===== config.mk =====
export PLATFORM = sky130hd
export DESIGN_NAME = prio_stack_top
export DESIGN_NICKNAME = d
export VERILOG_FILES = /design/src/rtl/prio_stk_pkg.sv /design/src/rtl/prio_lifo.sv /design/src/rtl/prio_bus_dec.sv /design/src/rtl/prio_stk_ctrl.sv /design/src/rtl/prio_stack_top.sv
export SDC_FILE = /design/constraint.sdc
export NUM_CORES = 1
export LEC_CHECK = 0
export BUFFER_PORTS_ARGS = -buffer_cell sky130_fd_sc_hd__buf_2
export CELL_PAD_IN_SITES_DETAIL_PLACEMENT = 1
export CELL_PAD_IN_SITES_GLOBAL_PLACEMENT = 2
export CORE_MARGIN = 3
export CORE_UTILIZATION = 37
export DETAILED_ROUTE_END_ITERATION = 10
export PLACE_DENSITY_LB_ADDON = 0.1
export SYNTH_ARGS = -nofsm -noshare
export SYNTH_HDL_FRONTEND = slang
export SYNTH_HIERARCHICAL = 1
export SYNTH_SLANG_ARGS = --single-unit
export TNS_END_PERCENT = 50

===== constraint.sdc =====
create_clock -name clk_i -period 6.45 [get_ports clk_i]
set_clock_uncertainty 0.05 [all_clocks]
set_input_delay 0.3225 -clock clk_i [delete_from_list [all_inputs] [get_ports clk_i]]
set_output_delay 0.3225 -clock clk_i [all_outputs]
set_load 0.02 [all_outputs]

===== src/rtl/prio_stk_pkg.sv =====
package prio_stk_pkg;
   // word offsets (byte address bits [7:2])
   localparam logic [5:0] WOFS_CTRL   = 6'h00;
   localparam logic [5:0] WOFS_CURPRI = 6'h02;
   localparam logic [5:0] WOFS_ACK    = 6'h04;
   localparam logic [5:0] WOFS_EOI    = 6'h06;
   localparam logic [5:0] WOFS_STAT   = 6'h07;

   typedef enum logic [1:0] {
      STK_IDLE = 2'd0,
      STK_PUSH = 2'd1,
      STK_POP  = 2'd2
   } stk_op_e;
endpackage


===== src/rtl/prio_lifo.sv =====
module prio_lifo
   import prio_stk_pkg::*;
#(
   parameter int PRI_W = 4,
   parameter int DEPTH = 15,
   localparam int CNT_W = $clog2(DEPTH + 1)
) (
   input  logic             clk_i,
   input  logic             rst_ni,
   input  stk_op_e          op_i,
   input  logic [PRI_W-1:0] push_data_i,
   output logic [PRI_W-1:0] top_o,
   output logic [CNT_W-1:0] depth_o
);
   logic [PRI_W-1:0] slot_q [DEPTH];
   logic [CNT_W-1:0] cnt_q;

   for (genvar g = 0; g < DEPTH; g++) begin : g_slot
      always_ff @(posedge clk_i) begin
         if (!rst_ni)
            slot_q[g] <= '0;
         else if (op_i == STK_PUSH && cnt_q == CNT_W'(g))
            slot_q[g] <= push_data_i;
      end
   end

   always_ff @(posedge clk_i) begin
      if (!rst_ni)
         cnt_q <= '0;
      else if (op_i == STK_PUSH)
         cnt_q <= cnt_q + 1'b1;
      else if (op_i == STK_POP)
         cnt_q <= cnt_q - 1'b1;
   end

   always_comb begin
      top_o = '0;
      for (int i = 0; i < DEPTH; i++)
         if (cnt_q == CNT_W'(i + 1)) top_o = slot_q[i];
   end

   assign depth_o = cnt_q;
endmodule


===== src/rtl/prio_bus_dec.sv =====
module prio_bus_dec
   import prio_stk_pkg::*;
(
   input  logic       rd_i,
   input  logic       wr_i,
   input  logic [7:0] addr_i,
   input  logic [3:0] be_i,
   output logic       ack_rd_o,
   output logic       eoi_wr_o,
   output logic       ctrl_wr_o,
   output logic       cur_wr_o,
   output logic       stat_wr_o
);
   logic [5:0] wofs;
   assign wofs = addr_i[7:2];

   // acknowledge and end-of-interrupt decode ignore byte enables
   assign ack_rd_o  = rd_i && (wofs == WOFS_ACK);
   assign eoi_wr_o  = wr_i && (wofs == WOFS_EOI);
   assign ctrl_wr_o = wr_i && (wofs == WOFS_CTRL)   && be_i[0];
   assign cur_wr_o  = wr_i && (wofs == WOFS_CURPRI) && be_i[0];
   assign stat_wr_o = wr_i && (wofs == WOFS_STAT)   && be_i[0];
endmodule


===== src/rtl/prio_stk_ctrl.sv =====
module prio_stk_ctrl
   import prio_stk_pkg::*;
#(
   parameter int PRI_W = 4,
   parameter int DEPTH = 15,
   localparam int CNT_W = $clog2(DEPTH + 1)
) (
   input  logic             clk_i,
   input  logic             rst_ni,
   input  logic             hw_mode_i,
   input  logic             ack_rd_i,
   input  logic             hw_ack_i,
   input  logic             eoi_wr_i,
   input  logic             cur_wr_i,
   input  logic [PRI_W-1:0] cur_wdata_i,
   input  logic [PRI_W-1:0] pend_pri_i,
   input  logic [PRI_W-1:0] top_i,
   input  logic [CNT_W-1:0] depth_i,
   output stk_op_e          op_o,
   output logic [PRI_W-1:0] cur_o,
   output logic             ovf_set_o,
   output logic             unf_set_o
);
   logic [PRI_W-1:0] cur_q, cur_d;
   logic ack_evt, full, empty;

   assign ack_evt = hw_mode_i ? hw_ack_i : ack_rd_i;
   assign full    = (depth_i == CNT_W'(DEPTH));
   assign empty   = (depth_i == '0);

   always_comb begin
      op_o      = STK_IDLE;
      cur_d     = cur_q;
      ovf_set_o = 1'b0;
      unf_set_o = 1'b0;
      if (ack_evt && eoi_wr_i) begin
         // merged step: restore then save the restored level
         if (empty) begin
            unf_set_o = 1'b1;
            op_o      = STK_PUSH;
         end
         cur_d = pend_pri_i;
      end else if (ack_evt) begin
         if (full) ovf_set_o = 1'b1;
         else begin
            op_o  = STK_PUSH;
            cur_d = pend_pri_i;
         end
      end else if (eoi_wr_i) begin
         if (empty) unf_set_o = 1'b1;
         else begin
            op_o  = STK_POP;
            cur_d = top_i;
         end
      end else if (cur_wr_i) begin
         cur_d = cur_wdata_i;
      end
   end

   always_ff @(posedge clk_i) begin
      if (!rst_ni) cur_q <= '0;
      else         cur_q <= cur_d;
   end

   assign cur_o = cur_q;
endmodule


===== src/rtl/prio_stack_top.sv =====
module prio_stack_top
   import prio_stk_pkg::*;
#(
   parameter int PRI_W     = 4,
   parameter int DEPTH     = 15,
   parameter int VEC_W     = 9,
   parameter int VEC_SHIFT = 2,
   localparam int CNT_W    = $clog2(DEPTH + 1)
) (
   input  logic             clk_i,
   input  logic             rst_ni,
   input  logic             bus_rd_i,
   input  logic             bus_wr_i,
   input  logic [7:0]       bus_addr_i,
   input  logic [3:0]       bus_be_i,
   input  logic [31:0]      bus_wdata_i,
   output logic [31:0]      bus_rdata_o,
   input  logic [VEC_W-1:0] pend_vec_i,
   input  logic [PRI_W-1:0] pend_pri_i,
   input  logic             hw_ack_i,
   output logic [PRI_W-1:0] cur_pri_o
);
   if (DEPTH < 1 || DEPTH > 255) begin : g_bad_depth
      $error("DEPTH must be 1..255");
   end
   if (PRI_W < 1 || PRI_W > 8) begin : g_bad_pri
      $error("PRI_W must be 1..8");
   end
   if (VEC_W + VEC_SHIFT >= 32) begin : g_bad_vec
      $error("VEC_W + VEC_SHIFT must be below 32");
   end

   logic ack_rd, eoi_wr, ctrl_wr, cur_wr, stat_wr;
   logic hw_mode_q, ovf_q, unf_q, ovf_set, unf_set, ovf_clr, unf_clr;
   stk_op_e          stk_op;
   logic [PRI_W-1:0] stk_top;
   logic [CNT_W-1:0] stk_depth;
   logic [31:0]      ack_word, rd_mux;

   prio_bus_dec u_dec (
      .rd_i(bus_rd_i), .wr_i(bus_wr_i), .addr_i(bus_addr_i), .be_i(bus_be_i),
      .ack_rd_o(ack_rd), .eoi_wr_o(eoi_wr), .ctrl_wr_o(ctrl_wr),
      .cur_wr_o(cur_wr), .stat_wr_o(stat_wr)
   );

   prio_stk_ctrl #(.PRI_W(PRI_W), .DEPTH(DEPTH)) u_ctrl (
      .clk_i(clk_i), .rst_ni(rst_ni), .hw_mode_i(hw_mode_q),
      .ack_rd_i(ack_rd), .hw_ack_i(hw_ack_i), .eoi_wr_i(eoi_wr),
      .cur_wr_i(cur_wr), .cur_wdata_i(bus_wdata_i[PRI_W-1:0]),
      .pend_pri_i(pend_pri_i), .top_i(stk_top), .depth_i(stk_depth),
      .op_o(stk_op), .cur_o(cur_pri_o),
      .ovf_set_o(ovf_set), .unf_set_o(unf_set)
   );

   prio_lifo #(.PRI_W(PRI_W), .DEPTH(DEPTH)) u_lifo (
      .clk_i(clk_i), .rst_ni(rst_ni), .op_i(stk_op),
      .push_data_i(cur_pri_o), .top_o(stk_top), .depth_o(stk_depth)
   );

   assign ovf_clr = stat_wr && bus_wdata_i[0];
   assign unf_clr = stat_wr && bus_wdata_i[1];

   always_ff @(posedge clk_i) begin
      if (!rst_ni) begin
         hw_mode_q <= 1'b0;
         ovf_q     <= 1'b0;
         unf_q     <= 1'b0;
      end else begin
         if (ctrl_wr) hw_mode_q <= bus_wdata_i[0];
         ovf_q <= ovf_set | (ovf_q & ~ovf_clr);
         unf_q <= unf_set | (unf_q & ~unf_clr);
      end
   end

   if (VEC_SHIFT == 0) begin : g_vec_flat
      assign ack_word = {{(32-VEC_W){1'b0}}, pend_vec_i};
   end else begin : g_vec_shift
      assign ack_word = {{(32-VEC_W-VEC_SHIFT){1'b0}}, pend_vec_i, {VEC_SHIFT{1'b0}}};
   end

   always_comb begin
      unique case (bus_addr_i[7:2])
         WOFS_CTRL:   rd_mux = {31'b0, hw_mode_q};
         WOFS_CURPRI: rd_mux = {{(32-PRI_W){1'b0}}, cur_pri_o};
         WOFS_ACK:    rd_mux = ack_word;
         WOFS_STAT:   rd_mux = {16'b0, {(8-CNT_W){1'b0}}, stk_depth, 6'b0, unf_q, ovf_q};
         default:     rd_mux = '0;
      endcase
   end

   always_ff @(posedge clk_i) begin
      if (!rst_ni)       bus_rdata_o <= '0;
      else if (bus_rd_i) bus_rdata_o <= rd_mux;
   end
endmodule


==> results <==
- Global routing used between 20% and 30% of the available tracks.
- Counting along the longest clock path gives a buffer depth of 2.
- In the final layout, flip-flops and latches occupy approximately 2300 µm².
- Post-CTS repair changed the size of 0 cells.
- The cell area after placement is about 5100 µm².
- The pin count of the biggest net entering global routing is 45.
- The library cell used most frequently in the layout, excluding fill and tap cells, is sky130_fd_sc_hd__and2_1.
- The cell count of the worst hold path is 3.
- The end of the worst register-to-register path is u_ctrl/cur_o[2]$_SDFFE_PN0P_.
- The first-pass GRT wire length is 22,830 µm.
- For this run the aggregate overflow at the end of global routing stands at 0.
- The final routed wirelength across all metal layers is about 14,000 µm.
- Compared with the post-synthesis result, the final layout area differs by 10.20%.
- The launch point of the worst reg-to-reg path is u_lifo/depth_o[0]$_SDFFE_PN0P_.
- The capturing element type of the critical path is a flop.
- The sequential share of the synthesized area is ~47%.
- The clock network is responsible for between 40% and 50% of the overall power.
- The netlist area before placement is between 4000 and 5000 µm².
- Once the clock tree was built, the setup fixing pass inserted 0 buffers.
- The static leakage power is 1.981 nW.
- Of the total power, combinational logic draws roughly 6.0%.
- The finished cells cover approximately 5400 µm².
- After detailed routing, the number of remaining DRC violations is 0.
- The area of the die is between 10,000 and 15,000 µm².
- The worst hold-check path type is primary input to flop.
- The post-detailed-route count of antenna-violating nets is 0.
- The library cells used most frequently in the layout, excluding fill and tap cells, are sky130_fd_sc_hd__and2_1 (66), sky130_fd_sc_hd__edfxtp_1 (60), sky130_fd_sc_hd__buf_2 (44), sky130_fd_sc_hd__nand2_1 (39), sky130_fd_sc_hd__nor2_1 (35).
- The vias per cell is 5.411.
- The number of nets in the final layout is around 590.
- The kind of launch point of the worst setup path is a primary input.
- Dividing the detail-routed wire length by the instance count gives 20.28 µm.
- Yosys printed 6 warnings.
- Buffers inserted during clock tree synthesis total 9.
- The clock net in this run drives a total of 83 sinks.
- The initial antenna violation count is 0.
- In this run the most used layer during global routing was met2.
- Setup repair after global routing left no endpoint under its margin.
- 98 I/O pins were placed.
- Along the worst path, the maximum fanout reaches 13.
- The synthesized area per cell is slightly below 10 µm².
- Fill cells in the final layout number 1,514.
- In this run, synthesis inferred 60 flip-flops with an integrated enable.
- The endpoint arrival time on the critical path is between 3 and 4 ns.
- Counting flops and latches in the post-synthesis netlist gives slightly above 80.
- The root cell of the clock tree is sky130_fd_sc_hd__clkbuf_16.
- At the pin with the least slew margin, the transition time is 0.8335 ns.
- The depth of the most critical reg-to-reg path is 11.
- The clock latency reported for the late side of the worst-skew pair is approximately 0.35 ns.
- The global-route track usage on met1 is between 20% and 30%.
- The worst-case hold path end point is bus_rdata_o[4]$_SDFFE_PN0P_.
- Detailed routing inserted a total of 3,804 vias.
- The number of endpoints with negative hold slack in the final report came to 0.
- Among all flip-flop cells after synthesis, the most frequent one is sky130_fd_sc_hd__edfxtp_1.
- The final number of setup-violating endpoints is 0.
- After synthesis, the share of flip-flops with an asynchronous set or reset is 0%.
- The placer congestion estimate is about 0.8.
- Yosys mapped the design onto 75 distinct sky130hd cell types.
- The TritonCTS clock tree is done.
- Of the total power, the share spent switching nets is 24.48%.
- The number of cells produced by synthesis is just under 500.
- After floorplanning, the core was divided into 41 placement rows.
- The worst path uses between 50% and 60% of the clock period.
- Before antenna repair, the detailed router went through 5 iterations.
- The internal portion of the total power is roughly 0.00087 W.
- The number of H-tree branching levels is 3.
- The multi-input combinational cells in the finished layout cover a total of 2277 µm².
- Max-cap violations in this run came to 0.
- The switching power total is 0.0002805 W.
- Global routing consumed, on the met3 layer, 3.321% of the routing resources.
- Timing would allow up to approximately 0.26 GHz.
- The final max-slew violation count is 0.
- Summed over all failing endpoints, the final setup total negative slack is 0 ns.
- The clock-pin slew reported for the worst setup and hold paths after clock tree synthesis is approximately 0.07 ns.
- The number of global-route vias before repair is ~3.9k.
- The initial core utilization is around two fifths.
- The part of the total power dissipated in sequential elements is around half.
- The critical path required time is 6.37 ns.
- The worst relative slew slack is 44.23%.
- The worst setup path is of the primary input to flop kind.
- The core footprint is between 10,000 and 15,000 µm².
- The height of the chip is approximately 120 µm.
- The worst hold path begins at pend_vec_i[2].
- In this run the horizontal extent of the chip is between 100 and 150 µm.
- Input and output buffers added on the ports amount to 44.
- The power density of the placed cells is approximately 210 nW/µm².
- After clock tree synthesis, the flow added hold-fix buffers numbering 0.
- The worst-case IR drop observed on VDD is around 0.093 mV.
- The register-to-register setup slack is ~3.2 ns.
- The layout cell share with drive strength beyond 1 is between 10% and 20%.
- The DRC marker count from the first detailed-route iteration is approximately 220.
- The run finished with clean final reports.
- The worst path needs 3.780 ns of the cycle, external delays included.
- Global routing consumed, on the met2 layer, 32.45% of the routing resources.
- 0 antenna diodes ended up in the layout.
- The sum of net half-perimeters after detailed placement is between 10,000 and 15,000 µm.
## cell usage after synthesis, drive strengths merged, types with 3 or more instances
| cell | number | area share (%) |
|---|---|---|
| a21oi | 24 | 2.5 |
| nand2b | 9 | 1.2 |
| dfxtp | 23 | 9.5 |
| a211oi | 5 | 0.77 |
| nand3 | 16 | 1.6 |
| nor4 | 3 | 0.64 |
| nor2 | 35 | 2.7 |
| o21ai | 34 | 3.6 |
| o22ai | 6 | 0.90 |
| nor3 | 8 | 0.82 |
| nand3b | 6 | 0.93 |
| edfxtp | 60 | 37 |
| a221oi | 10 | 2.2 |
| and2 | 68 | 8.8 |
| o311ai | 3 | 0.54 |
| inv | 14 | 1.1 |
| a31oi | 3 | 0.39 |
| and3b | 5 | 0.90 |
| nor2b | 6 | 0.77 |
| ha | 6 | 1.5 |
| a22o | 6 | 1.1 |
| nand2 | 40 | 3.2 |
| o211ai | 6 | 0.93 |
| or4 | 3 | 0.54 |
| buf | 36 | 5.5 |
| mux2i | 10 | 2.3 |
| clkbuf | 14 | 1.1 |
## layer usage
metal	share of wire [%]	routed length (µm)
met2	46	6527
met4	2.2	308
met1	48	6835
met3	4.1	587
met5	0	0
## state kept, by name, summed over array words and instances, names as in the netlist
signal	flops
ovf_q	1
hw_mode_q	1
unf_q	1
u_lifo/depth_o	4
bus_rdata_o	12
u_ctrl/cur_o	4
u_lifo/slot_q	60
## critical path: stages
cell	delay, ns
sky130_fd_sc_hd__buf_2	0.17
sky130_fd_sc_hd__or4_4	0.59
sky130_fd_sc_hd__nor2_1	0.67
sky130_fd_sc_hd__nor3_1	0.21
sky130_fd_sc_hd__nor3_1	0.25
sky130_fd_sc_hd__ha_1	0.55
sky130_fd_sc_hd__nand2_1	0.30
sky130_fd_sc_hd__o21ai_0	0.63
## worst max-delay path by stage
stage | from | endpoint | slack, ns
finish | bus_addr_i[2] | u_lifo/slot_q[1][17]$_SDFFCE_PN0P_ | 2.67
global route | bus_addr_i[2] | u_lifo/slot_q[1][17]$_SDFFCE_PN0P_ | 2.44
floorplan | bus_addr_i[2] | u_lifo/slot_q[0][16]$_SDFFCE_PN0P_ | 3.43
CTS | bus_addr_i[2] | u_lifo/slot_q[1][17]$_SDFFCE_PN0P_ | 2.68
detailed placement | bus_addr_i[2] | u_lifo/slot_q[1][19]$_SDFFCE_PN0P_ | 2.33
global placement | bus_addr_i[2] | u_lifo/slot_q[1][16]$_SDFFCE_PN0P_ | 2.44
## cells by family (layout without fill, tap and decap cells)
logic type	after synthesis	after routing	synth area share (%)
AND/OR/NAND/NOR	212	212	24.61
multiplexers	10	10	2.319
adder cells (fa/ha/maj)	6	6	1.546
XOR/XNOR	4	4	0.7216
flip-flops	83	83	46.59
other	1	20	0.07723
buffers and inverters	66	81	7.987
AO/OA/AOI/OAI	115	115	16.16
## final cells by class
cell class                 count  area share [%]
clock buffer                   9           4.209
clock inverter                 7          0.9352
inverter                      15           1.052
multi-input combinational    367           42.55
sequential                    83           42.27
tap                          172           4.022
timing repair buffer          50           4.957
## per-stage QoR
stage | hold WS (ns) | util [%] | setup slack [ns] | total power [W] | instances
floorplan | 0.4035 | - | 3.426 | 0.0006523 | 516
global placement | 0.4056 | 39.90 | 2.438 | 0.0006690 | 687
detailed placement | 0.4029 | 39.90 | 2.333 | 0.0006713 | 687
CTS | 0.1742 | 42.06 | 2.676 | 0.001159 | 703
global route | 0.1893 | 42.06 | 2.441 | 0.001184 | 703
finish | 0.1845 | 42.06 | 2.670 | 0.001146 | 703
## power groups by stage
stage	logic, W	registers [W]	clock network, W
2_1_floorplan	0.0000536	0.000599	0
3_3_place_gp	0.0000667	0.000602	0
3_5_place_dp	0.0000685	0.000603	0
4_1_cts	0.0000686	0.000591	0.000500
5_1_grt	0.0000759	0.000593	0.000515
6_report	0.0000685	0.000591	0.000486
Note: power is estimated with default switching activity, not from simulation.
